$ cat src/rtl/sysbus_arb_pkg.sv
package sysbus_arb_pkg;
  typedef enum logic [0:0] {
    OWN_CPU = 1'b0,
    OWN_DMA = 1'b1
  } owner_e;

  typedef enum logic [1:0] {
    DMA_SINGLE = 2'b00,
    DMA_BLOCK  = 2'b01,
    DMA_BURST  = 2'b10,
    DMA_RSVD   = 2'b11
  } dma_mode_e;
endpackage

$ cat src/rtl/cpu_break_det.sv
module cpu_break_det (
  input  logic clk_i,
  input  logic rst_ni,
  input  logic hold_i,
  input  logic cpu_req_i,
  input  logic cpu_cyc_i,
  input  logic cpu_cyc_end_i,
  input  logic cpu_multi_i,
  input  logic cpu_sleep_i,
  input  logic dma_gnt_i,
  output logic brk_o
);
  logic lock_q;

  // lock spans the gap between pieces of a split access
  always_ff @(posedge clk_i or negedge rst_ni) begin
    if (!rst_ni)                       lock_q <= 1'b0;
    else if (!hold_i && cpu_cyc_end_i) lock_q <= cpu_multi_i;
  end

  always_comb begin
    brk_o = cpu_sleep_i
          | (cpu_cyc_end_i & ~cpu_multi_i)
          | (~cpu_cyc_i & ~cpu_req_i & ~lock_q);
  end

  AST_SPLIT_ATOMIC: assert property (@(posedge clk_i) disable iff (!rst_ni)
    $rose(dma_gnt_i) |-> !$past(cpu_cyc_end_i && cpu_multi_i && !cpu_sleep_i));
endmodule

$ cat src/rtl/dma_release.sv
module dma_release
  import sysbus_arb_pkg::*;
(
  input  logic       dma_req_i,
  input  logic [1:0] dma_mode_i,
  input  logic       dma_xfer_end_i,
  input  logic       dma_blk_end_i,
  input  logic       dma_done_i,
  output logic       rel_o
);
  logic mode_evt;

  always_comb begin
    unique case (dma_mode_e'(dma_mode_i))
      DMA_BLOCK: mode_evt = dma_blk_end_i;
      DMA_BURST: mode_evt = 1'b0;
      default:   mode_evt = dma_xfer_end_i;
    endcase
    rel_o = mode_evt | dma_done_i | ~dma_req_i;
  end
endmodule

$ cat src/rtl/cpu_guard.sv
module cpu_guard #(
  parameter int unsigned MIN_CPU_CYC = 1
) (
  input  logic clk_i,
  input  logic rst_ni,
  input  logic hold_i,
  input  logic arm_i,
  input  logic cpu_gnt_i,
  input  logic cpu_req_i,
  input  logic cpu_sleep_i,
  input  logic cpu_cyc_end_i,
  input  logic cpu_multi_i,
  output logic ok_o
);
  localparam int unsigned CW = (MIN_CPU_CYC < 1) ? 1 : $clog2(MIN_CPU_CYC + 1);

  logic cpu_done;
  assign cpu_done = cpu_cyc_end_i & ~cpu_multi_i;

  generate
    if (MIN_CPU_CYC == 0) begin : g_noguard
      assign ok_o = 1'b1;
    end else begin : g_guard
      logic [CW-1:0] cnt_q;
      always_ff @(posedge clk_i or negedge rst_ni) begin
        if (!rst_ni) cnt_q <= '0;
        else if (!hold_i) begin
          if (arm_i)                                  cnt_q <= CW'(MIN_CPU_CYC);
          else if (cnt_q != '0 && cpu_done && cpu_gnt_i) cnt_q <= cnt_q - 1'b1;
        end
      end
      assign ok_o = (cnt_q == '0) | ((cnt_q == CW'(1)) & cpu_done)
                  | ~cpu_req_i | cpu_sleep_i;

      AST_GUARD_RANGE: assert property (@(posedge clk_i) disable iff (!rst_ni)
        cnt_q <= CW'(MIN_CPU_CYC));
    end
  endgenerate
endmodule

$ cat src/rtl/mrst_ctrl.sv
module mrst_ctrl (
  input  logic clk_i,
  input  logic rst_ni,
  input  logic mrst_i,
  input  logic cpu_cyc_i,
  input  logic cpu_cyc_end_i,
  input  logic cpu_wr_i,
  input  logic wait_i,
  output logic wait_o,
  output logic wdata_ng_o
);
  logic hit_q, cmpl;

  // remembers that the open cycle was caught by a manual reset
  always_ff @(posedge clk_i or negedge rst_ni) begin
    if (!rst_ni)                               hit_q <= 1'b0;
    else if (cpu_cyc_end_i || !cpu_cyc_i)      hit_q <= 1'b0;
    else if (mrst_i)                           hit_q <= 1'b1;
  end

  assign cmpl       = cpu_cyc_i & (mrst_i | hit_q);
  assign wait_o     = wait_i & ~cmpl;
  assign wdata_ng_o = cmpl & cpu_wr_i;

  AST_MRST_NO_WAIT: assert property (@(posedge clk_i) disable iff (!rst_ni)
    (mrst_i && cpu_cyc_i) |-> (!wait_o && (wdata_ng_o == cpu_wr_i)));
  AST_MRST_TAIL: assert property (@(posedge clk_i) disable iff (!rst_ni)
    ($past(mrst_i && cpu_cyc_i && !cpu_cyc_end_i) && cpu_cyc_i) |-> !wait_o);
endmodule

$ cat src/rtl/sysbus_arbiter.sv
module sysbus_arbiter
  import sysbus_arb_pkg::*;
#(
  parameter int unsigned MIN_CPU_CYC = 1
) (
  input  logic       clk_i,
  input  logic       rst_ni,
  input  logic       mrst_i,
  input  logic       cpu_req_i,
  input  logic       cpu_cyc_i,
  input  logic       cpu_cyc_end_i,
  input  logic       cpu_multi_i,
  input  logic       cpu_wr_i,
  input  logic       cpu_sleep_i,
  input  logic       wait_i,
  input  logic       dma_req_i,
  input  logic [1:0] dma_mode_i,
  input  logic       dma_xfer_end_i,
  input  logic       dma_blk_end_i,
  input  logic       dma_done_i,
  output logic       cpu_gnt_o,
  output logic       dma_gnt_o,
  output logic       owner_o,
  output logic       wait_o,
  output logic       wdata_ng_o
);
  owner_e owner_q, owner_d;
  logic   brk, rel, guard_ok, arm;

  cpu_break_det u_brk (
    .clk_i, .rst_ni, .hold_i(mrst_i), .cpu_req_i, .cpu_cyc_i, .cpu_cyc_end_i,
    .cpu_multi_i, .cpu_sleep_i, .dma_gnt_i(dma_gnt_o), .brk_o(brk)
  );

  dma_release u_rel (
    .dma_req_i, .dma_mode_i, .dma_xfer_end_i, .dma_blk_end_i, .dma_done_i,
    .rel_o(rel)
  );

  cpu_guard #(.MIN_CPU_CYC(MIN_CPU_CYC)) u_guard (
    .clk_i, .rst_ni, .hold_i(mrst_i), .arm_i(arm), .cpu_gnt_i(cpu_gnt_o),
    .cpu_req_i, .cpu_sleep_i, .cpu_cyc_end_i, .cpu_multi_i, .ok_o(guard_ok)
  );

  mrst_ctrl u_mrst (
    .clk_i, .rst_ni, .mrst_i, .cpu_cyc_i, .cpu_cyc_end_i, .cpu_wr_i, .wait_i,
    .wait_o, .wdata_ng_o
  );

  assign arm = (owner_q == OWN_DMA) & rel & ~mrst_i;

  always_comb begin
    owner_d = owner_q;
    if (!mrst_i) begin
      unique case (owner_q)
        OWN_CPU: if (dma_req_i && brk && guard_ok) owner_d = OWN_DMA;
        OWN_DMA: if (rel)                          owner_d = OWN_CPU;
        default:                                   owner_d = OWN_CPU;
      endcase
    end
  end

  always_ff @(posedge clk_i or negedge rst_ni) begin
    if (!rst_ni) owner_q <= OWN_CPU;
    else         owner_q <= owner_d;
  end

  assign cpu_gnt_o = (owner_q == OWN_CPU);
  assign dma_gnt_o = (owner_q == OWN_DMA);
  assign owner_o   = owner_q;

  AST_GNT_ONEHOT: assert property (@(posedge clk_i) disable iff (!rst_ni)
    $onehot({cpu_gnt_o, dma_gnt_o}) && (owner_o == dma_gnt_o));
  AST_GNT_AT_BREAK: assert property (@(posedge clk_i) disable iff (!rst_ni)
    $rose(dma_gnt_o) |-> $past(cpu_sleep_i || (cpu_cyc_end_i && !cpu_multi_i)
                               || (!cpu_cyc_i && !cpu_req_i)));
  AST_SLEEP_YIELD: assert property (@(posedge clk_i) disable iff (!rst_ni)
    (cpu_gnt_o && cpu_sleep_i && dma_req_i && guard_ok && !mrst_i) |=> dma_gnt_o);
  AST_DMA_PRIO: assert property (@(posedge clk_i) disable iff (!rst_ni)
    (cpu_gnt_o && brk && dma_req_i && guard_ok && !mrst_i) |=> dma_gnt_o);
  AST_SINGLE_REL: assert property (@(posedge clk_i) disable iff (!rst_ni)
    (dma_gnt_o && dma_xfer_end_i && !dma_mode_i[0] && !dma_mode_i[1] && !mrst_i)
      |=> cpu_gnt_o);
  AST_BLOCK_HOLD: assert property (@(posedge clk_i) disable iff (!rst_ni)
    (dma_gnt_o && dma_mode_i == 2'b01 && dma_req_i && !dma_blk_end_i && !dma_done_i)
      |=> dma_gnt_o);
  AST_BURST_HOLD: assert property (@(posedge clk_i) disable iff (!rst_ni)
    (dma_gnt_o && dma_mode_i == 2'b10 && dma_req_i && !dma_done_i) |=> dma_gnt_o);
  AST_CPU_TURN: assert property (@(posedge clk_i) disable iff (!rst_ni)
    ($fell(dma_gnt_o) && cpu_req_i && !cpu_sleep_i && !cpu_cyc_end_i && !mrst_i)
      |=> !dma_gnt_o);
  AST_MRST_FREEZE: assert property (@(posedge clk_i) disable iff (!rst_ni)
    mrst_i |=> $stable(dma_gnt_o));
endmodule

$ cat config.mk
export PLATFORM = sky130hd
export DESIGN_NAME = sysbus_arbiter
export DESIGN_NICKNAME = d
export VERILOG_FILES = /design/src/rtl/sysbus_arb_pkg.sv /design/src/rtl/cpu_break_det.sv /design/src/rtl/dma_release.sv /design/src/rtl/cpu_guard.sv /design/src/rtl/mrst_ctrl.sv /design/src/rtl/sysbus_arbiter.sv
export SDC_FILE = /design/constraint.sdc
export NUM_CORES = 1
export LEC_CHECK = 0
export BUFFER_PORTS_ARGS = -buffer_cell sky130_fd_sc_hd__buf_2
export CORE_AREA = 2 2 39 41
export DETAILED_ROUTE_END_ITERATION = 10
export DIE_AREA = 0 0 41 43
export PLACE_DENSITY_LB_ADDON = 0.3
export SLEW_MARGIN = 10
export SYNTH_ARGS = -nofsm -noshare
export SYNTH_HDL_FRONTEND = slang
export SYNTH_SLANG_ARGS = --single-unit
$ cat constraint.sdc
create_clock -name clk_i -period 2 [get_ports clk_i]
set_input_delay 0.3 -clock clk_i [delete_from_list [all_inputs] [get_ports clk_i]]
set_output_delay 0.3 -clock clk_i [all_outputs]
set_load 0.05 [all_outputs]
== After elaboration in Yosys (flattened, before gate mapping) ==
Cells that the tools add are included.

* Input port bits: 16
* Memory bits (writable): 0
* Flip-flop bits (word level): 4
* Memories: 0
* Logic and storage cells: 52
* Bits in latches: 0
* Output and inout bits: 5
* ROM bits: 0

* Magnitude comparators: 0
* Multiply operators: 0
* Reductions and logical operators: 11
* Equality and inequality tests: 2
* Muxes and demuxes: 8
* Add/subtract/negate cells: 1
* Bitwise operators: 26
* Div/mod/pow operators: 0
* Shift-type cells: 0

{| class="wikitable"
|+ Operators with widths
! kind !! number
|-
| bitwise AND 1 bit || 9
|-
| inverter 1 bit || 9
|-
| bitwise OR 1 bit || 8
|-
| 2-to-1 mux 1 bit || 6
|-
| logical AND 1 bit || 5
|-
| case mux 1 bit (2 select lines) || 2
|-
| nonzero test 2 bit || 2
|-
| equality test 2 x 1 -> 1 bit (second input constant) || 1
|-
| equality test 2 bit (second input constant) || 1
|-
| logical NOT 1 bit || 2
|-
| AND reduction 2 bit || 1
|-
| logical OR 1 bit || 1
|-
| subtractor 1 bit (second input constant) || 1
|}

== Depth between registers and ports, before layout ==
* Depth in word-level cells: 9
* Gate-level depth with buffers: 5
* Mapped depth without buffers: 5

== By module ==
Synthesis repeated with hierarchy kept, for this count alone.

* Cell total of the unflattened synthesis: 32
* Area, all modules: 276.5 µm²

{| class="wikitable"
|+ By module, submodules not included
! module !! area each (µm²) !! times used !! cells an instance
|-
| cpu_break_det || 63.8 || 1 || 6
|-
| cpu_guard || 63.8 || 1 || 7
|-
| sysbus_arbiter || 61.3 || 1 || 7
|-
| mrst_ctrl || 51.3 || 1 || 6
|-
| dma_release || 36.3 || 1 || 6
|}

== Worst setup path before layout ==
OpenSTA, ideal clock, no wires.

* Path type: input to output
* Start point: in mrst_i
* End point: out wdata_ng_o
* Data required time: 1.700 ns
* Cell stages on the path: 2
* Buffers on the path: 0
* Arrival: 1.067 ns
* Path slack: 0.633 ns
* Cells stage by stage: o21ai_0 > nor2_1

* Word-level cells in the longest chain between the ends: 3

{| class="wikitable"
|+ RTL lines
! item !! line !! RTL
|-
| from (decl) || sysbus_arbiter.sv:8 || <nowiki>input logic mrst_i,</nowiki>
|-
| bitwise OR 1 bit || mrst_ctrl.sv:21 || <nowiki>assign cmpl = cpu_cyc_i & (mrst_i | hit_q);</nowiki>
|-
| bitwise AND 1 bit || mrst_ctrl.sv:21 ||
|-
| bitwise AND 1 bit || mrst_ctrl.sv:23 || <nowiki>assign wdata_ng_o = cmpl & cpu_wr_i;</nowiki>
|-
| to (decl) || sysbus_arbiter.sv:25 || <nowiki>output logic wdata_ng_o</nowiki>
|}

Every way passes these cells.

== Final worst setup path ==
* Start point: reg u_mrst.hit_q
* End point: out wait_o

* Word-level cells in the longest chain between the ends: 4

{| class="wikitable"
|+ RTL lines
! item !! line !! RTL
|-
| from (decl) || mrst_ctrl.sv:12 || <nowiki>logic hit_q, cmpl;</nowiki>
|-
| from (signal assigned) || mrst_ctrl.sv:16 || <nowiki>if (!rst_ni) hit_q <= 1'b0;</nowiki>
|-
| from (signal assigned) || mrst_ctrl.sv:17 || <nowiki>else if (cpu_cyc_end_i || !cpu_cyc_i) hit_q <= 1'b0;</nowiki>
|-
| from (signal assigned) || mrst_ctrl.sv:18 || <nowiki>else if (mrst_i) hit_q <= 1'b1;</nowiki>
|-
| bitwise OR 1 bit || mrst_ctrl.sv:21 ||
|-
| bitwise AND 1 bit || mrst_ctrl.sv:21 ||
|-
| inverter 1 bit || mrst_ctrl.sv:22 || <nowiki>assign wait_o = wait_i & ~cmpl;</nowiki>
|-
| bitwise AND 1 bit || mrst_ctrl.sv:22 ||
|-
| to (decl) || sysbus_arbiter.sv:24 || <nowiki>output logic wait_o,</nowiki>
|}

Every way passes these cells.

==> impl_results.md <==
* Status: complete, no violations
* Crit path DAT at 1.24 ns
* # hold bufs at CTS at 1
* First drt pass iteration count at 2
* Post-synthesis register bit count at 3
* GPL Wtd Cong at 0.608
* Crit path time final at 1.54 ns
* Gr usage total at 6.55%
* Setup-failing EPs final at 0
* CORE AREA at 1380 um2
* Largest net degree at the start of global routing at 6
* Die extent in x at 41 um
* # resized after CTS at 0
* Post-CTS Setup Bufs at 0
* Critical R2R Capture: dma_gnt_o$_DFFE_PN0N_
* Starting Density at 14.4%
* Pwr/cell area at 768 nW/um2
* R2R cell count at 3
* Synth Area in XOR/XNOR at 0%
* Antenna violations before repair at 0
* Rel. slew slack at 81.7%
* Cell Area, Placed at 312 um2
* Root buf cell: clkbuf_4
* Peak Freq at 648 MHz
* DRT antenna net count at 0
* Hold Path Class: primary input to register
* First-pass GRT wire length at 690 um
* Hold Fails Final Rpt at 0
* Multiplexer share of the synthesized area at 0%
* DR WL/cell at 8.48 um
* Critical hold path startpoint: cpu_cyc_end_i
* Least-Margin Pin Slew at 0.272 ns
* Simple-Gate Fraction of Synth Area at 23.9%
* Post-Synth Adder-Cell Area at 6.29%
* Max_cap viols at 0
* Row count at 14
* Synthesized area at 199 um2
* Fraction of layout instances using a drive strength above 1 at 47.9%
* CP Capture Type: output port
* # DRC at 0
* Design area at 348 um2
* Drt total wl at 543 um
* Peak supply drop at 0.000230 V
* Worst setup slack after layout at 0.458 ns
* Post-placement cell count at 59
* RSZ-0062 raised after global routing: false
* Req. time, crit path at 1.70 ns
* CTS HTree Levels at 1
* Filler cells at 155
* Final Power at 0.000267 W
* Sequential fraction of the synthesis area at 37.7%
* Via density at 3.48
* Max FO, Critical Path at 3
* CP cell instances: o21ai_0, and2_1, buf_2
* Main combinational cell family by area after synthesis: simple AND/OR/NAND/NOR gates
* WHS Endpoint: u_mrst.hit_q$_DFFE_PN0P_
* Worst reg2reg setup slack at 1.08 ns
* Die Ht at 43 um
* Startpoint types: register
* DIE AREA at 1760 um2
* N_diodes at 0
* Skew-Pair Late Insertion Delay at 0.23 ns
* Syn nets at 41
* Clock Sinks at 3
* Skew final at 0.00131 ns
* Finished Layout Cells at 64
* Vias in the first global route at 205
* Nets at 66
* Grt total ovfl at 0
* Slew Viols, Final at 0
* Cells after synthesis at 24
* Boundary Pins at 21
* Netlist cell types at 15
* Syn-to-layout area delta at 74.8%
* Compound-Gate Fraction of Synth Area at 18.9%
* Maximum root-to-sink buffer count at 2
* IO buf count at 20
* Final Cycle Share at 77.1%
* Leakage at 0.204 nW
* Setup CP Type: register to output port
* CTS tree: done
* Total CTS buffers at 3
* Synth warn at 0
* CTS clk-pin slew, worst paths at 0.04 ns
* DR vias at 223
* DP Worst Slack at 0.553 ns
* Syn avg cell area at 8.29 um2
* Hold Path Stages at 2
* Worst path slowest cell: dfrtp_1
* DR iter-0 viols at 4
* FF-to-FF Start: u_brk.lock_q$_DFFE_PN0P_
* Crit path largest cell delay at 0.35 ns
* Setup_tns at 0 ns
[metrics by stage]
step	utilization, %	hold slack [ns]
after floorplan	-	0.00441
after global placement	22.5	0.0994
after detailed placement	22.5	0.0970
after CTS	25.1	0.245
after global routing	25.1	0.255
final	25.1	0.253
[Yosys cell counts]
| cell | count | area (um2) |
|---|---|---|
| nand2b_1 | 1 | 6.26 |
| o21ai_0 | 2 | 10.0 |
| dfrtp_1 | 3 | 75.1 |
| inv_1 | 5 | 18.8 |
| a211o_1 | 1 | 8.76 |
| nor3_1 | 1 | 5.00 |
| buf_4 | 1 | 7.51 |
| a22o_1 | 1 | 8.76 |
| a41o_1 | 1 | 10.0 |
| nor2_1 | 2 | 7.51 |
| ha_1 | 1 | 12.5 |
| and2_1 | 1 | 6.26 |
| nand2_1 | 2 | 7.51 |
| nor3b_1 | 1 | 7.51 |
| nand3b_1 | 1 | 7.51 |
[sequential cells by signal, summed over array words and instances, names as in the netlist]
signal and count:
u_brk.lock_q 1, dma_gnt_o 1, u_mrst.hit_q 1
[placed cells by master (no fill, tap or decap)]
cell,Yosys,final
nand2_1,2,2
a41o_1,1,1
clkbuf_1,0,1
nor3b_1,1,1
buf_2,0,20
dlygate4sd3_1,0,1
nor2_1,2,2
dfrtp_1,3,3
and2_1,1,1
nand2b_1,1,1
nand3b_1,1,1
nor3_1,1,1
clkbuf_4,0,3
inv_1,5,5
a211o_1,1,1
a22o_1,1,1
o21ai_0,2,2
ha_1,1,1
[how the worst max path moves through the flow]
stage | startpoint | endpoint | slack [ns]
2_1_floorplan | mrst_i | wdata_ng_o | 0.63
3_3_place_gp | dma_mode_i[0] | dma_gnt_o$_DFFE_PN0N_ | 0.56
3_5_place_dp | dma_mode_i[0] | dma_gnt_o$_DFFE_PN0N_ | 0.55
4_1_cts | u_mrst.hit_q$_DFFE_PN0P_ | wait_o | 0.43
5_1_grt | u_mrst.hit_q$_DFFE_PN0P_ | wait_o | 0.37
6_report | u_mrst.hit_q$_DFFE_PN0P_ | wait_o | 0.46
[report_power, final]
group	leakage, nW	total, W	switching [W]	internal [W]
combinational	0.151	0.0000885	0.0000583	0.0000301
sequential	0.0386	0.0000726	0.00000521	0.0000674
clock	0.0150	0.000106	0.0000312	0.0000748
total	0.204	0.000267	0.0000947	0.000172
[kinds of logic after synthesis]
kind of cell | after synthesis
adders and majority gates | 1
DFF | 3
and+or+nand+nor | 9
AOI/OAI and AO/OA | 5
buffers and inverters | 6
[metal layers]
layer | part of all wire, % | routed length, um | up-vias | GRT usage, %
met5 | 0 | 0 | - | 0
met4 | 0 | 0 | 0 | 6.00
met3 | 16 | 88 | 0 | 5.24
met2 | 35 | 192 | 17 | 8.44
met1 | 48 | 262 | 80 | 6.17
li1 | - | - | 126 | -
[worst max-delay path: cells and delay by family (launching register included)]
kind	cells	cell delay, ns
buffers and inverters	1	0.25
and+or+nand+nor	1	0.16
DFF	1	0.35
AOI/OAI and AO/OA	1	0.24
[final cells by class]
cell class | count | area (um2) | area share, %
Timing Repair Buffer | 21 | 110 | 31.7
Multi-Input combinational cell | 15 | 97.6 | 28.1
Sequential cell | 3 | 75.1 | 21.6
Clock buffer | 4 | 26.3 | 7.55
Tap cell | 16 | 20.0 | 5.76
Inverter | 5 | 18.8 | 5.40
(Power assumes the default switching activity.)
